$ cat src/rtl/slpm_pkg.sv
package slpm_pkg;
  localparam int FRAME_W_DEF = 28;
  localparam int CNT_W_DEF   = 16;
  localparam int BYTE_W      = 8;
  localparam int ADDR_W_DEF  = 8;
  localparam logic [7:0] BASE_ADDR_DEF = 8'h1A;

  typedef struct packed {
    logic chk_en;
    logic par_err;
  } chk_res_t;
endpackage

$ cat src/rtl/slpm_parity_chk.sv
module slpm_parity_chk
  import slpm_pkg::*;
#(
  parameter int FRAME_W = FRAME_W_DEF
) (
  input  logic               lock_i,
  input  logic               frame_vld_i,
  input  logic [FRAME_W-1:0] frame_i,
  output chk_res_t           res_o
);
  localparam int PAY_W = FRAME_W - 1;

  logic pay_par;
  assign pay_par       = ^frame_i[PAY_W-1:0];
  assign res_o.chk_en  = lock_i & frame_vld_i;
  assign res_o.par_err = pay_par ^ frame_i[PAY_W];
endmodule

$ cat src/rtl/slpm_err_counter.sv
module slpm_err_counter
  import slpm_pkg::*;
#(
  parameter int CNT_W = CNT_W_DEF
) (
  input  logic             clk,
  input  logic             rst,
  input  logic             lock_i,
  input  chk_res_t         res_i,
  output logic [CNT_W-1:0] cnt_o,
  output logic             pass_o
);
  localparam logic [CNT_W-1:0] CNT_MAX = {CNT_W{1'b1}};

  logic [CNT_W-1:0] cnt_q;
  logic             pass_q;

  always_ff @(posedge clk) begin
    if (rst) begin
      cnt_q  <= '0;
      pass_q <= 1'b0;
    end else if (!lock_i) begin
      cnt_q  <= '0;
      pass_q <= 1'b0;
    end else if (res_i.chk_en) begin
      if (res_i.par_err) begin
        pass_q <= 1'b0;
        if (cnt_q != CNT_MAX) cnt_q <= cnt_q + 1'b1;
      end else begin
        pass_q <= 1'b1;
      end
    end
  end

  assign cnt_o  = cnt_q;
  assign pass_o = pass_q;
endmodule

$ cat src/rtl/slpm_reg_read.sv
module slpm_reg_read
  import slpm_pkg::*;
#(
  parameter int              CNT_W     = CNT_W_DEF,
  parameter int              ADDR_W    = ADDR_W_DEF,
  parameter logic [ADDR_W-1:0] BASE_ADDR = ADDR_W'(BASE_ADDR_DEF)
) (
  input  logic              clk,
  input  logic              rst,
  input  logic              lock_i,
  input  logic              rd_en_i,
  input  logic [ADDR_W-1:0] rd_addr_i,
  input  logic [CNT_W-1:0]  cnt_i,
  output logic [BYTE_W-1:0] rd_data_o,
  output logic [CNT_W-BYTE_W-1:0] shadow_o
);
  localparam int NBYTES = CNT_W / BYTE_W;
  localparam int SH_W   = CNT_W - BYTE_W;

  logic [NBYTES-1:0]             hit;
  logic [NBYTES-1:0][BYTE_W-1:0] byte_val;
  logic [SH_W-1:0]               shadow_q;
  logic [BYTE_W-1:0]             rd_mux;
  logic [BYTE_W-1:0]             rd_q;

  for (genvar gb = 0; gb < NBYTES; gb++) begin : g_byte
    localparam logic [ADDR_W-1:0] B_ADDR = ADDR_W'(BASE_ADDR + ADDR_W'(gb));
    assign hit[gb] = (rd_addr_i == B_ADDR);
    if (gb == 0) begin : g_live
      assign byte_val[gb] = cnt_i[BYTE_W-1:0];
    end else begin : g_shadow
      assign byte_val[gb] = shadow_q[(gb-1)*BYTE_W +: BYTE_W];
    end
  end

  always_comb begin
    rd_mux = '0;
    for (int b = 0; b < NBYTES; b++) begin
      if (hit[b]) rd_mux = byte_val[b];
    end
  end

  always_ff @(posedge clk) begin
    if (rst) begin
      shadow_q <= '0;
      rd_q     <= '0;
    end else begin
      if (!lock_i) shadow_q <= '0;
      else if (rd_en_i && hit[0]) shadow_q <= cnt_i[CNT_W-1:BYTE_W];
      if (rd_en_i) rd_q <= rd_mux;
    end
  end

  assign rd_data_o = rd_q;
  assign shadow_o  = shadow_q;
endmodule

$ cat src/rtl/slpm_parity_monitor.sv
module slpm_parity_monitor
  import slpm_pkg::*;
#(
  parameter int                FRAME_W   = FRAME_W_DEF,
  parameter int                CNT_W     = CNT_W_DEF,
  parameter int                ADDR_W    = ADDR_W_DEF,
  parameter logic [ADDR_W-1:0] BASE_ADDR = ADDR_W'(BASE_ADDR_DEF)
) (
  input  logic               clk,
  input  logic               rst,
  input  logic               lock_i,
  input  logic               frame_vld_i,
  input  logic [FRAME_W-1:0] frame_i,
  input  logic               rd_en_i,
  input  logic [ADDR_W-1:0]  rd_addr_i,
  output logic               pass_o,
  output logic [BYTE_W-1:0]  rd_data_o
);
  chk_res_t               chk_res;
  logic [CNT_W-1:0]        err_cnt;
  logic [CNT_W-BYTE_W-1:0] shadow;

  slpm_parity_chk #(.FRAME_W(FRAME_W)) u_chk (
    .lock_i      (lock_i),
    .frame_vld_i (frame_vld_i),
    .frame_i     (frame_i),
    .res_o       (chk_res)
  );

  slpm_err_counter #(.CNT_W(CNT_W)) u_cnt (
    .clk    (clk),
    .rst    (rst),
    .lock_i (lock_i),
    .res_i  (chk_res),
    .cnt_o  (err_cnt),
    .pass_o (pass_o)
  );

  slpm_reg_read #(.CNT_W(CNT_W), .ADDR_W(ADDR_W), .BASE_ADDR(BASE_ADDR)) u_rd (
    .clk       (clk),
    .rst       (rst),
    .lock_i    (lock_i),
    .rd_en_i   (rd_en_i),
    .rd_addr_i (rd_addr_i),
    .cnt_i     (err_cnt),
    .rd_data_o (rd_data_o),
    .shadow_o  (shadow)
  );
endmodule

$ cat config.mk
export PLATFORM = sky130hd
export DESIGN_NAME = slpm_parity_monitor
export DESIGN_NICKNAME = d
export VERILOG_FILES = /design/src/rtl/slpm_pkg.sv /design/src/rtl/slpm_parity_chk.sv /design/src/rtl/slpm_err_counter.sv /design/src/rtl/slpm_reg_read.sv /design/src/rtl/slpm_parity_monitor.sv
export SDC_FILE = /design/constraint.sdc
export NUM_CORES = 1
export LEC_CHECK = 0
export BUFFER_PORTS_ARGS = -buffer_cell sky130_fd_sc_hd__buf_2
export CORE_UTILIZATION = 40
export CTS_CLUSTER_DIAMETER = 80
export DETAILED_ROUTE_END_ITERATION = 7
export GPL_TIMING_DRIVEN = 0
export PLACE_DENSITY = 0.68
export RECOVER_POWER = 25
export SYNTH_ARGS = -nofsm -noshare
export SYNTH_HDL_FRONTEND = slang
export SYNTH_SLANG_ARGS = --single-unit
$ cat constraint.sdc
create_clock -name clk -period 3.1 [get_ports clk]
set_clock_uncertainty 0.2 [all_clocks]
set_input_delay 0.31 -clock clk [delete_from_list [all_inputs] [get_ports clk]]
set_output_delay 0.31 -clock clk [all_outputs]
set_load 0.1 [all_outputs]
# Word-level counts from Yosys, hierarchy flattened
# Cells that the tools add are included.
[word_totals] regBits=33 in_bits=41 out_inout_bits=9 word_cells=18
[op_classes] add_sub_neg=1 n_eq_ne=3 mux=3 bitwise=3 n_reduce_logical=4
[op_table] op="parity 27 bit" count=1
[op_table] op="adder 16 x 1 -> 16 bit (second input constant)" count=1
[op_table] op="equality test 8 x 5 -> 1 bit (second input constant)" count=2
[op_table] op="two-way mux 8 bit" count=2
[op_table] op="!= test 16 bit (second input constant)" count=1
[op_table] op="AND reduction 3 bit" count=1
[op_table] op="OR reduction 2 bit" count=1
[op_table] op="AND 1 bit" count=1
[op_table] op="logical AND 1 bit" count=1
[op_table] op="two-way mux 1 bit" count=1
[op_table] op="inverter 1 bit" count=1
[op_table] op="XOR 1 bit" count=1

# Longest topological paths before layout
[depth] word_depth=3 depth_mapped=9 ltp_nobuf=7

# By module
# Synthesis repeated with hierarchy kept, for this count alone.
[hier_totals] cells_unflattened=217 hier_area_um2=1960.6
[modules_own_cells] mod="slpm_err_counter" n_inst=1 cells_per_inst=108 area_each_um2=914.6 seq_area_each_um2=340.3
[modules_own_cells] mod="slpm_reg_read" n_inst=1 cells_per_inst=83 area_each_um2=785.8 seq_area_each_um2=320.3
[modules_own_cells] mod="slpm_parity_chk" n_inst=1 cells_per_inst=26 area_each_um2=260.2 seq_area_each_um2=0.0

# Worst setup path after synthesis
# OpenSTA, ideal clock, no wires.
[synth_timing] path_type="input to register" from="in frame_i[22]" to="reg u_cnt.cnt_q[13] (netlist: u_cnt.cnt_o[13])" setup_ns=0.071 arrival_ns=2.169 required_time_ns=2.829 setup_slack_ns=0.660 stages=7 n_path_buf=1 cell_sequence="xnor2_1 -> xnor2_1 -> xnor3_1 -> xnor3_2 -> buf_6 -> or4_1 -> a21oi_1"
[synth_between] elab_chain_cells=3
[synth_rtl] item="start, declared" line_no="slpm_parity_monitor.sv:13" text="input logic [FRAME_W-1:0] frame_i,"
[synth_rtl] item="parity 27 bit" line_no="slpm_parity_chk.sv:14" text="assign pay_par = ^frame_i[PAY_W-1:0];"
[synth_rtl] item="XOR 1 bit" line_no="slpm_parity_chk.sv:16" text="assign res_o.par_err = pay_par ^ frame_i[PAY_W];"
[synth_rtl] item="AND reduction 3 bit (no source line)"
[synth_rtl] item="end signal, assigned" line_no="slpm_err_counter.sv:28" text="if (cnt_q != CNT_MAX) cnt_q <= cnt_q + 1'b1;"
[synth_rtl] item="end, declared" line_no="slpm_err_counter.sv:15" text="logic [CNT_W-1:0] cnt_q;"
# Every way passes these cells.
# A chain may end at the register's enable or synchronous reset.

# Worst setup path in the final report
[layout_timing] from="reg u_cnt.cnt_q[0] (netlist: u_cnt.cnt_o[0])" to="reg u_cnt.cnt_q[8] (netlist: u_cnt.cnt_o[8])"
[layout_between] elab_chain_cells=2 elab_cells_between_ends=3 classes_between="add/sub: 1; eq/ne: 1; reduce/logical: 1"
[layout_rtl] item="branches (longest 2 deep; another with adder 16 x 1 -> 16 bit)"
# Several ways; the timed one is not identified.

==> summary.md <==
| Metric | Value |
|---|---|
| Status | finished, final reports clean |
| Drc violations | 0 |
| Post-Layout Cell Count | about 320 |
| Starting Density | around two fifths |
| GR Util met1 | 22.3% |
| Routed WL | between 4000 and 5000 um |
| IO Count | 50 |
| Area Overhead vs Synth | 21.4% |
| WL/cell | roughly 13 um |
| Clk slew on worst S/H paths | about 70 ps |
| VDD IR max | around 300 uV |
| Min Clock Period, post-route | 2620 ps |
| Total chip power | approximately 0.0012 W |
| Vias per cell | roughly 5.4 |
| Num CTS Buffers | 5 |
| Critical path capture point type | register |
| M3 GR Usage | under 10% |
| Flops & latches, synth | 33 |
| Min-delay src | frame_vld_i |
| Die Wd | approximately 70 um |
| Relative slew slack | a little under an eighth |
| Clock latency on the worst-skew pair | around 280 ps |
| H-Tree Depth | 2 |
| Nets | 306 |
| Post-CTS Resized | 0 |
| Initial antenna violation count | 0 |
| Syn Area/Cell | just under 9 um2 |
| Final Cell Area | 0.00222 mm2 |
| Placed cell areas | 0.00213 mm2 |
| Initial drt markers | 95 |
| Worst hold path class | input pin to register |
| Largest cells by area after synthesis | dfxtp_1 36%, xnor2_1 10%, a21oi_1 5.5% |
| CTS max path bufs | 2 |
| First-pass GRT wire length | about 7000 um |
| Global-route layer with the greatest usage | met2 |
| Core box area | around 0.0044 mm2 |
| Post-synth net total | between 200 and 300 |
| P_leak | just over 0.8 nW |
| Sequential-to-total area share from yosys stat | 36.1% |
| Largest net degree at the start of global routing | 11 |
| Reg2reg start | u_cnt.cnt_o[0] |
| Root buf cell | clkbuf_8 |
| CP arrival | 2640 ps |
| Hpwl dp | between 3000 and 4000 um |
| Std-Cell Rows | 24 |
| PwrDens | between 500 and 600 mW/mm2 |
| Synth area leader | dfxtp_1 |
| Grt ovf | 0 |
| Setup TNS | 0 ps |
| Gate Count Post-Synth | 210 |
| CTS Hold Bufs | 0 |
| Cells after DPL | a little over 300 |
| CP startpoint | u_cnt.cnt_o[0] |
| Part of the cycle the worst path needs | 84.6% |
| Via count | 1,692 |
| Tot GR Track Use | about 18% |
| Critical Path Start Type | register |
| Slew @ Worst Pin | approximately 1300 ps |
| Clk sinks | 33 |
| CTS tree | done |
| Vias in the first global route | about 1,600 |
| Die Area | 0.00485 mm2 |
| Top cell type's share of synthesized area | 36.1% |
| Proportion of layout cells with a drive suffix above 1 | between 20 and 25% |
| Die H | 69.7 um |
| Post CTS Setup Buffer Count | 0 |
| DRT Pass-1 Iters | 4 |
| Max Cap Viol | 0 |
| Number of port buffers | between 40 and 50 |
| Final Hold Viols | 0 |
| Antenna diode count | 0 |
| Placer Congestion | 0.838 |
| Slew Limit Fails | 0 |
| Worst Path Max Fanout | 10 |
| Yosys cell types | 34 |
| Setup violators final | 0 |
| Fmax achieved | 381 MHz |
| Post-DRT Antenna Nets | 0 |
| Mapped Area | about 0.0018 mm2 |
| Yosys warns | 0 |
| M2 GR Usage | between 20% and 30% |
| Worst Path Required | 3110 ps |
| Kind of critical path | register to register |
| RSZ-0062 raised after global routing | false |
-- Yosys cell counts --
library cell,count
inv_1,1
mux2_2,8
buf_2,3
o21ai_0,7
nor2b_1,10
o31ai_1,6
nand2b_1,2
a21oi_1,20
xnor2_1,21
nor4b_1,1
nor2_1,20
and3_1,2
dfxtp_1,33
nor3_1,2
or4_1,8
xor2_1,2
o221a_2,1
xnor3_2,1
mux2i_1,8
xnor3_1,1
o211ai_1,2
nand3_1,7
o211a_1,1
nor4_1,2
clkbuf_1,7
and2_1,2
o21a_1,1
ha_1,1
nand2_1,12
and4_1,2
buf_6,1
o31a_1,1
nand4_1,7
or3_1,7
-- path summary, 6_finish.rpt --
kind | endpoint | slack [ps] | cells after the start
min | u_cnt.pass_o | 120 | 2
max reg2reg | u_cnt.cnt_o[8] | 480 | 9
max | u_cnt.cnt_o[8] | 480 | 9
min reg2reg | u_rd.shadow_o[4] | 290 | 2
-- metal layers --
| layer | part of all wire (%) | vias to the layer above |
|---|---|---|
| li1 | - | 860 |
| met1 | 45 | 773 |
| met2 | 48 | 49 |
| met3 | 5.0 | 10 |
| met4 | 1.7 | 0 |
| met5 | 0 | - |
-- per-stage QoR --
| stage | setup slack (ps) | hold slack [ps] | utilization (%) |
|---|---|---|---|
| 3_3_place_gp | 409 | 270 | 48.6 |
| 4_1_cts | 529 | 119 | 51.0 |
| 5_1_grt | 350 | 140 | 50.7 |
| 2_1_floorplan | 660 | 254 | - |
| 3_5_place_dp | 393 | 280 | 48.6 |
| 6_report | 476 | 119 | 50.7 |
-- kinds of logic after synthesis --
family,share of synthesized area (%)
AO/OA/AOI/OAI,12.7
multiplexers,9.29
AND/OR/NAND/NOR,24.7
XOR/XNOR,13.5
flip-flops,36.1
buffers and inverters,3.07
adder cells (fa/ha/maj),0.683
-- state kept, by name, summed over array words and instances (netlist names) --
name,count
u_rd.rd_data_o,8
u_rd.shadow_o,8
u_cnt.pass_o,1
u_cnt.cnt_o,16
-- critical path, cell delays in order, from the launching register on --
cell and delay [ps]:
dfxtp_1 350, ha_1 260, and3_1 210, nand4_1 100, nand2b_1 100, clkbuf_1 290, nand2_1 180, clkbuf_1 260
or4_1 450, a21oi_1 140
-- cells in the final DEF, fill, tap and decap left out, drive strengths merged, types with 2 or more instances in the layout --
master,netlist,final
a21oi,20,20
and2,2,2
and3,2,2
and4,2,2
buf,4,42
clkbuf,7,21
dfxtp,33,33
mux2,8,8
mux2i,8,8
nand2,12,12
nand2b,2,2
nand3,7,7
nand4,7,7
nor2,20,20
nor2b,10,10
nor3,2,2
nor4,2,2
o211ai,2,2
o21ai,7,7
o31ai,6,6
or3,7,7
or4,8,8
xnor2,21,21
xnor3,2,2
xor2,2,2
-- cell type report --
type | instances | area, um2
clock buffer | 5 | 68.8
timing repair buffer | 47 | 224
buffer | 11 | 52.6
sequential | 33 | 661
tap | 52 | 65.1
fill | 427 | 2160
multi-input combinational | 165 | 1110
inverter | 1 | 3.75
clock inverter | 2 | 35.0
-- report_power, final --
group / switching [W] / internal [W] / leakage [nW]
Clock: 0.000158 / 0.000234 / 0.0540
Sequential: 0.00000282 / 0.000427 / 0.266
Combinational: 0.000254 / 0.000165 / 0.486
Power figures use the tool's default switching activity.
